===== config.mk =====
export PLATFORM = sky130hd
export DESIGN_NAME = irq_ctrl_top
export DESIGN_NICKNAME = d
export VERILOG_FILES = /design/src/rtl/irq_ctrl_pkg.sv /design/src/rtl/irq_capture.sv /design/src/rtl/irq_regfile.sv /design/src/rtl/irq_prio_enc.sv /design/src/rtl/irq_ctrl_top.sv
export SDC_FILE = /design/constraint.sdc
export NUM_CORES = 1
export LEC_CHECK = 0
export BUFFER_PORTS_ARGS = -buffer_cell sky130_fd_sc_hd__buf_2
export CAP_MARGIN = 0
export CORE_MARGIN = 2
export CORE_UTILIZATION = 30
export DETAILED_ROUTE_END_ITERATION = 7
export GPL_TIMING_DRIVEN = 0
export PLACE_DENSITY = 0.56
export SLEW_MARGIN = 30
export SYNTH_ARGS = -nofsm -noshare
export SYNTH_HDL_FRONTEND = slang
export SYNTH_SLANG_ARGS = --single-unit

===== constraint.sdc =====
create_clock -name clk -period 5.4 [get_ports clk]
set_input_delay 1.08 -clock clk [delete_from_list [all_inputs] [get_ports clk]]
set_output_delay 1.08 -clock clk [all_outputs]
set_load 0.02 [all_outputs]

===== src/rtl/irq_ctrl_pkg.sv =====
package irq_ctrl_pkg;
  localparam int unsigned OFS_STATUS  = 0;
  localparam int unsigned OFS_PENDING = 1;
  localparam int unsigned OFS_ENABLE  = 2;
  localparam int unsigned OFS_ACK     = 3;
  localparam int unsigned OFS_SET_EN  = 4;
  localparam int unsigned OFS_CLR_EN  = 5;
  localparam int unsigned OFS_VECTOR  = 6;
  localparam int unsigned OFS_CTRL    = 7;

  localparam int unsigned CTRL_W       = 2;
  localparam int unsigned CTRL_OUT_BIT = 0;
  localparam int unsigned CTRL_CAP_BIT = 1;

  typedef struct packed {
    logic status;
    logic enable;
    logic ack;
    logic set_en;
    logic clr_en;
    logic ctrl;
  } wr_sel_t;
endpackage


===== src/rtl/irq_capture.sv =====
module irq_capture #(
  parameter int unsigned NUM_SRC   = 32,
  parameter logic [NUM_SRC-1:0] EDGE_MASK = '0
) (
  input  logic               clk,
  input  logic               rst,
  input  logic               cap_en,
  input  logic [NUM_SRC-1:0] irq_in,
  output logic [NUM_SRC-1:0] cap_req
);
  logic [NUM_SRC-1:0] prev_q;

  always_ff @(posedge clk) begin
    if (rst) prev_q <= '0;
    else     prev_q <= irq_in;
  end

  for (genvar i = 0; i < NUM_SRC; i++) begin : g_src
    if (EDGE_MASK[i]) begin : g_edge
      assign cap_req[i] = cap_en & irq_in[i] & ~prev_q[i];
    end else begin : g_level
      assign cap_req[i] = cap_en & irq_in[i];
    end
  end

  // An edge input must be low on the previous sample to request capture
  AST_EDGE_ONCE: assert property (@(posedge clk) disable iff (rst)
    ((cap_req & EDGE_MASK) & prev_q) == '0);
  AST_NO_CAP_OFF: assert property (@(posedge clk) disable iff (rst)
    !cap_en |-> cap_req == '0);
endmodule


===== src/rtl/irq_regfile.sv =====
module irq_regfile
  import irq_ctrl_pkg::*;
#(
  parameter int unsigned NUM_SRC = 32
) (
  input  logic               clk,
  input  logic               rst,
  input  wr_sel_t            wsel,
  input  logic [NUM_SRC-1:0] wdata,
  input  logic [CTRL_W-1:0]  wctrl,
  input  logic [NUM_SRC-1:0] cap_req,
  output logic [NUM_SRC-1:0] status_q,
  output logic [NUM_SRC-1:0] enable_q,
  output logic [CTRL_W-1:0]  ctrl_q,
  output logic [NUM_SRC-1:0] status_d,
  output logic [NUM_SRC-1:0] enable_d,
  output logic [CTRL_W-1:0]  ctrl_d
);
  logic [NUM_SRC-1:0] ack_mask;
  logic [NUM_SRC-1:0] status_base;

  always_comb begin
    ack_mask    = wsel.ack ? wdata : '0;
    status_base = status_q;
    if (wsel.status && !ctrl_q[CTRL_CAP_BIT]) status_base = wdata;
    // acknowledge wins over a capture in the same cycle
    status_d = (status_base | cap_req) & ~ack_mask;
  end

  always_comb begin
    enable_d = enable_q;
    if (wsel.enable) enable_d = wdata;
    if (wsel.set_en) enable_d = enable_d | wdata;
    if (wsel.clr_en) enable_d = enable_d & ~wdata;
  end

  always_comb begin
    ctrl_d = ctrl_q;
    if (wsel.ctrl) ctrl_d = wctrl;
  end

  always_ff @(posedge clk) begin
    if (rst) begin
      status_q <= '0;
      enable_q <= '0;
      ctrl_q   <= '0;
    end else begin
      status_q <= status_d;
      enable_q <= enable_d;
      ctrl_q   <= ctrl_d;
    end
  end

  AST_ACK_CLEARS: assert property (@(posedge clk) disable iff (rst)
    wsel.ack |=> (status_q & $past(wdata)) == '0);
  AST_SET_EN: assert property (@(posedge clk) disable iff (rst)
    wsel.set_en && !wsel.clr_en |=> (enable_q & $past(wdata)) == $past(wdata));
  AST_CLR_EN: assert property (@(posedge clk) disable iff (rst)
    wsel.clr_en |=> (enable_q & $past(wdata)) == '0);
  AST_STATUS_LOCK: assert property (@(posedge clk) disable iff (rst)
    ctrl_q[CTRL_CAP_BIT] && !wsel.ack |=> (status_q & $past(status_q)) == $past(status_q));
endmodule


===== src/rtl/irq_prio_enc.sv =====
module irq_prio_enc #(
  parameter int unsigned NUM_SRC = 32,
  parameter int unsigned DATA_W  = 32,
  localparam int unsigned IDX_W  = (NUM_SRC > 1) ? $clog2(NUM_SRC) : 1
) (
  input  logic [NUM_SRC-1:0] pend,
  output logic [DATA_W-1:0]  vec
);
  logic             any;
  logic [IDX_W-1:0] idx;

  always_comb begin
    any = 1'b0;
    idx = '0;
    for (int i = NUM_SRC - 1; i >= 0; i--) begin
      if (pend[i]) begin
        any = 1'b1;
        idx = IDX_W'(i);
      end
    end
    vec = any ? DATA_W'(idx) : '1;
  end
endmodule


===== src/rtl/irq_ctrl_top.sv =====
module irq_ctrl_top
  import irq_ctrl_pkg::*;
#(
  parameter int unsigned NUM_SRC = 32,
  parameter int unsigned DATA_W  = 32,
  parameter int unsigned ADDR_W  = 4,
  parameter logic [NUM_SRC-1:0] EDGE_MASK = '0
) (
  input  logic               clk,
  input  logic               rst,
  input  logic               reg_wr,
  input  logic               reg_rd,
  input  logic [ADDR_W-1:0]  reg_addr,
  input  logic [DATA_W-1:0]  reg_wdata,
  output logic [DATA_W-1:0]  reg_rdata,
  input  logic [NUM_SRC-1:0] irq_in,
  output logic               irq_out
);
  localparam int unsigned IDX_W = (NUM_SRC > 1) ? $clog2(NUM_SRC) : 1;

  wr_sel_t            wsel;
  logic [NUM_SRC-1:0] cap_req;
  logic [NUM_SRC-1:0] status_q, enable_q, status_d, enable_d;
  logic [CTRL_W-1:0]  ctrl_q, ctrl_d;
  logic [NUM_SRC-1:0] pend_q, pend_d;
  logic [DATA_W-1:0]  vec_d, vec_q;
  logic [DATA_W-1:0]  rdata_q;
  logic               irq_q;

  always_comb begin
    wsel.status = reg_wr && (reg_addr == ADDR_W'(OFS_STATUS));
    wsel.enable = reg_wr && (reg_addr == ADDR_W'(OFS_ENABLE));
    wsel.ack    = reg_wr && (reg_addr == ADDR_W'(OFS_ACK));
    wsel.set_en = reg_wr && (reg_addr == ADDR_W'(OFS_SET_EN));
    wsel.clr_en = reg_wr && (reg_addr == ADDR_W'(OFS_CLR_EN));
    wsel.ctrl   = reg_wr && (reg_addr == ADDR_W'(OFS_CTRL));
  end

  irq_capture #(.NUM_SRC(NUM_SRC), .EDGE_MASK(EDGE_MASK)) u_cap (
    .clk(clk), .rst(rst), .cap_en(ctrl_q[CTRL_CAP_BIT]),
    .irq_in(irq_in), .cap_req(cap_req)
  );

  irq_regfile #(.NUM_SRC(NUM_SRC)) u_regs (
    .clk(clk), .rst(rst), .wsel(wsel),
    .wdata(reg_wdata[NUM_SRC-1:0]), .wctrl(reg_wdata[CTRL_W-1:0]),
    .cap_req(cap_req),
    .status_q(status_q), .enable_q(enable_q), .ctrl_q(ctrl_q),
    .status_d(status_d), .enable_d(enable_d), .ctrl_d(ctrl_d)
  );

  assign pend_q = status_q & enable_q;
  assign pend_d = status_d & enable_d;

  irq_prio_enc #(.NUM_SRC(NUM_SRC), .DATA_W(DATA_W)) u_enc (
    .pend(pend_d), .vec(vec_d)
  );

  always_ff @(posedge clk) begin
    if (rst) begin
      vec_q <= '1;
      irq_q <= 1'b0;
    end else begin
      vec_q <= vec_d;
      irq_q <= ctrl_d[CTRL_OUT_BIT] && (pend_d != '0);
    end
  end

  always_ff @(posedge clk) begin
    if (rst) begin
      rdata_q <= '0;
    end else if (reg_rd) begin
      case (reg_addr)
        ADDR_W'(OFS_STATUS):  rdata_q <= DATA_W'(status_q);
        ADDR_W'(OFS_PENDING): rdata_q <= DATA_W'(pend_q);
        ADDR_W'(OFS_ENABLE):  rdata_q <= DATA_W'(enable_q);
        ADDR_W'(OFS_VECTOR):  rdata_q <= vec_q;
        ADDR_W'(OFS_CTRL):    rdata_q <= DATA_W'(ctrl_q);
        default:              rdata_q <= '0;
      endcase
    end
  end

  assign reg_rdata = rdata_q;
  assign irq_out   = irq_q;

  AST_VEC_HIT: assert property (@(posedge clk) disable iff (rst)
    (vec_q != '1) |-> pend_q[vec_q[IDX_W-1:0]]);
  AST_VEC_EMPTY: assert property (@(posedge clk) disable iff (rst)
    (vec_q == '1) |-> (pend_q == '0));
  AST_IRQ_MATCH: assert property (@(posedge clk) disable iff (rst)
    irq_q == (ctrl_q[CTRL_OUT_BIT] && (pend_q != '0)));
endmodule


==> report_table.html <==
<table>
<tr><th>Metric</th><th>Value</th></tr>
<tr><th colspan="2">Clocking</th></tr>
<tr><td>Number of buffers on the longest clock path</td><td>2</td></tr>
<tr><td>Clock-pin slew of the registers on the worst-case setup and hold paths</td><td>0.08 ns</td></tr>
<tr><td>Post-CTS setup buffer count</td><td>0</td></tr>
<tr><td>CTS resizes</td><td>0</td></tr>
<tr><td>TritonCTS buffer count</td><td>9</td></tr>
<tr><td>TritonCTS clock tree</td><td>done</td></tr>
<tr><td>CTS Hold Buffers Added</td><td>0</td></tr>
<tr><td>Clock sink count</td><td>105</td></tr>
<tr><td>H-tree depth</td><td>3</td></tr>
<tr><td>Skew-Pair Late Insertion Delay</td><td>0.38 ns</td></tr>
<tr><td>Clock root buffer</td><td>clkbuf_16</td></tr>
<tr><th colspan="2">Synthesis</th></tr>
<tr><td>Sequential fraction of the synthesis area</td><td>0.348</td></tr>
<tr><td>Synth Net Count</td><td>835</td></tr>
<tr><td>Primary flip-flop cell chosen by synthesis mapping</td><td>dfxtp_1</td></tr>
<tr><td>Area of the mapped netlist</td><td>6050 um^2</td></tr>
<tr><td>Yosys top cell by area</td><td>dfxtp_1</td></tr>
<tr><td>Top cells by area in the synthesized netlist</td><td>dfxtp_1, nor2_1, nand2_1, a221o_1, nand3_1</td></tr>
<tr><td>Top cell type's share of synthesized area</td><td>0.348</td></tr>
<tr><td>Unique cell type count in the Yosys netlist</td><td>65</td></tr>
<tr><td>#FFs+latches synth</td><td>105</td></tr>
<tr><td>Fraction of registers with async set/reset</td><td>0</td></tr>
<tr><td>Most used standard cells in the synthesized netlist</td><td>dfxtp_1, nor2_1, nand2_1</td></tr>
<tr><td>Post-synthesis area per instance</td><td>7.93 um^2</td></tr>
<tr><td>Most frequently used cell type in the post-synthesis netlist</td><td>dfxtp_1</td></tr>
<tr><td>Total of warnings raised by yosys</td><td>0</td></tr>
<tr><td>Post-synth EDFFs</td><td>0</td></tr>
<tr><td>Gate count of the mapped netlist</td><td>763</td></tr>
<tr><th colspan="2">STA</th></tr>
<tr><td>Number of failing hold endpoints at the final stage</td><td>0</td></tr>
<tr><td>Unrepaired setup endpoints after global routing</td><td>false</td></tr>
<tr><td>Max Clock Freq</td><td>262 MHz</td></tr>
<tr><td>Final setup violating endpoints</td><td>0</td></tr>
<tr><td>Max Transition Viols Final</td><td>0</td></tr>
<tr><td>TNS Setup</td><td>0 ns</td></tr>
<tr><td>Worst max-slew margin expressed relative to the limit</td><td>0.263</td></tr>
<tr><td>Slew at the pin with the worst max-slew slack</td><td>1.10 ns</td></tr>
<tr><td>Minimum period implied by the final worst setup slack</td><td>3.81 ns</td></tr>
<tr><td>Tcrit/Tclk final</td><td>0.706</td></tr>
<tr><td>Worst-case clock skew</td><td>0.0110 ns</td></tr>
<tr><th colspan="2">Drt</th></tr>
<tr><td>Violation count after the first detailed-route iteration</td><td>740</td></tr>
<tr><td>Detailed-router iteration count before antenna repair</td><td>6</td></tr>
<tr><td>Detail-routed via count per cell</td><td>5.85</td></tr>
<tr><td>Aggregate routed wire length</td><td>27.3 mm</td></tr>
<tr><td>DRC violations left</td><td>0</td></tr>
<tr><td>Remaining antenna violation count after routing</td><td>0</td></tr>
<tr><td>Vias</td><td>6699</td></tr>
<tr><td>Routed len/inst</td><td>23.8 um</td></tr>
<tr><th colspan="2">Final layout</th></tr>
<tr><td>Final Cell Area</td><td>7190 um^2</td></tr>
<tr><td>Total number of nets in the final design</td><td>948</td></tr>
<tr><td>Post-route core utilization</td><td>0.367</td></tr>
<tr><td>Area added between synthesis and finish</td><td>19.0%</td></tr>
<tr><td>Count of fill cells added during filler insertion</td><td>2138</td></tr>
<tr><td>Share of layout cells above drive strength 1</td><td>0.203</td></tr>
<tr><td>Number of diodes added for antenna fixing</td><td>0</td></tr>
<tr><th colspan="2">Power</th></tr>
<tr><td>Worst ir drop on vdd</td><td>130 uV</td></tr>
<tr><td>Static leakage</td><td>2.94 nW</td></tr>
<tr><td>P per Cell Area</td><td>239 nW/um^2</td></tr>
<tr><th colspan="2">Global route</th></tr>
<tr><td>Global routing usage summed across all routing layers</td><td>0.252</td></tr>
<tr><td>Antenna violations before repair</td><td>0</td></tr>
<tr><td>Pin count of the biggest net entering global routing</td><td>18</td></tr>
<tr><td>Remaining global-route overflow</td><td>0</td></tr>
<tr><td>Via count of the first global-routing pass</td><td>6602</td></tr>
<tr><td>Wire length of the first global-routing pass</td><td>40.2 mm</td></tr>
<tr><th colspan="2">Placement</th></tr>
<tr><td>Dpl hpwl</td><td>19.1 mm</td></tr>
<tr><td>Placer Congestion</td><td>0.958</td></tr>
<tr><td>Number of buffer cells added on primary ports</td><td>101</td></tr>
<tr><td>Instance area at placement</td><td>6900 um^2</td></tr>
<tr><th colspan="2">Worst setup path</th></tr>
<tr><td>Element type at the critical path end</td><td>register</td></tr>
<tr><td>Class of the most critical setup path</td><td>in -&gt; reg</td></tr>
<tr><td>Setup slack on the worst flop-to-flop path</td><td>2.09 ns</td></tr>
<tr><td>Required @ worst endpoint</td><td>5.66 ns</td></tr>
<tr><td>CP Max Fanout</td><td>10</td></tr>
<tr><td>CP arrival</td><td>4.08 ns</td></tr>
<tr><td>Critical Path Source Type</td><td>primary input</td></tr>
<tr><th colspan="2">Die</th></tr>
<tr><td>Starting density of the core</td><td>0.309</td></tr>
<tr><td>Core Footprint</td><td>19600 um^2</td></tr>
<tr><td>Io pins</td><td>105</td></tr>
<tr><td>Die footprint</td><td>21300 um^2</td></tr>
<tr><td>Number of placement rows</td><td>51</td></tr>
<tr><td>Die Span Y</td><td>146 um</td></tr>
<tr><td>Die width</td><td>146 um</td></tr>
<tr><th colspan="2">Flow run</th></tr>
<tr><td>Max-capacitance violation count</td><td>0</td></tr>
<tr><th colspan="2">Worst hold path</th></tr>
<tr><td>Worst Hold Class</td><td>reg -&gt; reg</td></tr>
<tr><th colspan="2">Outcome</th></tr>
<tr><td>Status</td><td>finished clean</td></tr>
</table>
## critical path: stages
cell and delay [ns]:
buf_2 0.11, buf_2 0.18, nor2_1 0.30, clkbuf_1 0.70, a221oi_1 0.17, a211oi_1 0.58, a211oi_1 0.17, o21ai_0 0.26
nand3_1 0.17, a211oi_2 0.25, o211ai_2 0.10
## path summary, 6_finish.rpt
kind,endpoint,startpoint,cells after the start
hold / removal,reg_rdata[2],reg_rdata[2],2
hold reg to reg,reg_rdata[2],reg_rdata[2],2
setup / recovery,vec_q[0],reg_addr[1],11
setup reg to reg,vec_q[0],u_regs.ctrl_q[1],10
## layer usage
metal  routed length, um  GRT usage  vias to the layer above
li1                    -          -                     3057
met1               11600      0.333                     3203
met2               12100      0.394                      368
met3                2440     0.0524                       71
met4                1110      0.118                        0
met5                   0          0                        -
## cell usage in the layout, fill, tap and decap left out, drive strengths merged, types with 8 or more instances in the layout
master,Yosys,layout
clkbuf,44,55
a21o,8,8
nand2b,8,8
nand2,83,83
a22o,24,24
nor2b,29,29
nor2,89,89
a21oi,40,40
o21ai,62,62
a22oi,12,12
nor3,16,16
a221oi,11,11
a32o,12,12
dfxtp,105,105
and2,25,25
a221o,28,28
a211o,9,9
buf,24,126
nand3,55,55
a32oi,10,10
## logic make-up after synthesis
| group | after synthesis | share of synthesized area |
|---|---|---|
| xor gates and xnor gates | 1 | 0.00145 |
| DFF | 105 | 0.348 |
| buffers and inverters | 74 | 0.0596 |
| and+or+nand+nor | 324 | 0.262 |
| AOI/OAI and AO/OA | 259 | 0.330 |
## power breakdown
group / switching [W] / total [W] / leakage, nW / internal (W)
combinational: 0.000174 / 0.000251 / 1.95 / 0.0000772
clock: 0.000333 / 0.000674 / 0.138 / 0.000340
sequential: 0.00000880 / 0.000798 / 0.849 / 0.000789
## state kept, by name (all words and copies together) (netlist names)
register,cells
u_regs.status_q,32
u_regs.ctrl_q,2
irq_out,1
vec_q,6
u_regs.enable_q,32
reg_rdata,32
## stage by stage
stage               hold slack (ns)  instances  power, W  worst slack (ns)
CTS                           0.482       1146   0.00172              1.70
global placement              0.457       1129   0.00106              1.28
floorplan                     0.448        763  0.000944              2.29
detailed placement            0.467       1130   0.00106              1.32
global route                  0.509       1146   0.00177              1.48
finish                        0.478       1146   0.00172              1.59
## layout make-up
| cell class | count | area (um^2) | area share |
|---|---|---|---|
| well taps | 265 | 332 | 0.0461 |
| flip-flops and latches | 105 | 2100 | 0.292 |
| clock buffers | 11 | 253 | 0.0351 |
| inverters | 6 | 22.5 | 0.00313 |
| multi-input cells | 584 | 3600 | 0.500 |
| clock inverters | 5 | 37.5 | 0.00522 |
| plain buffers | 68 | 338 | 0.0470 |
| repair buffers | 102 | 513 | 0.0713 |
(Power assumes the default switching activity.)
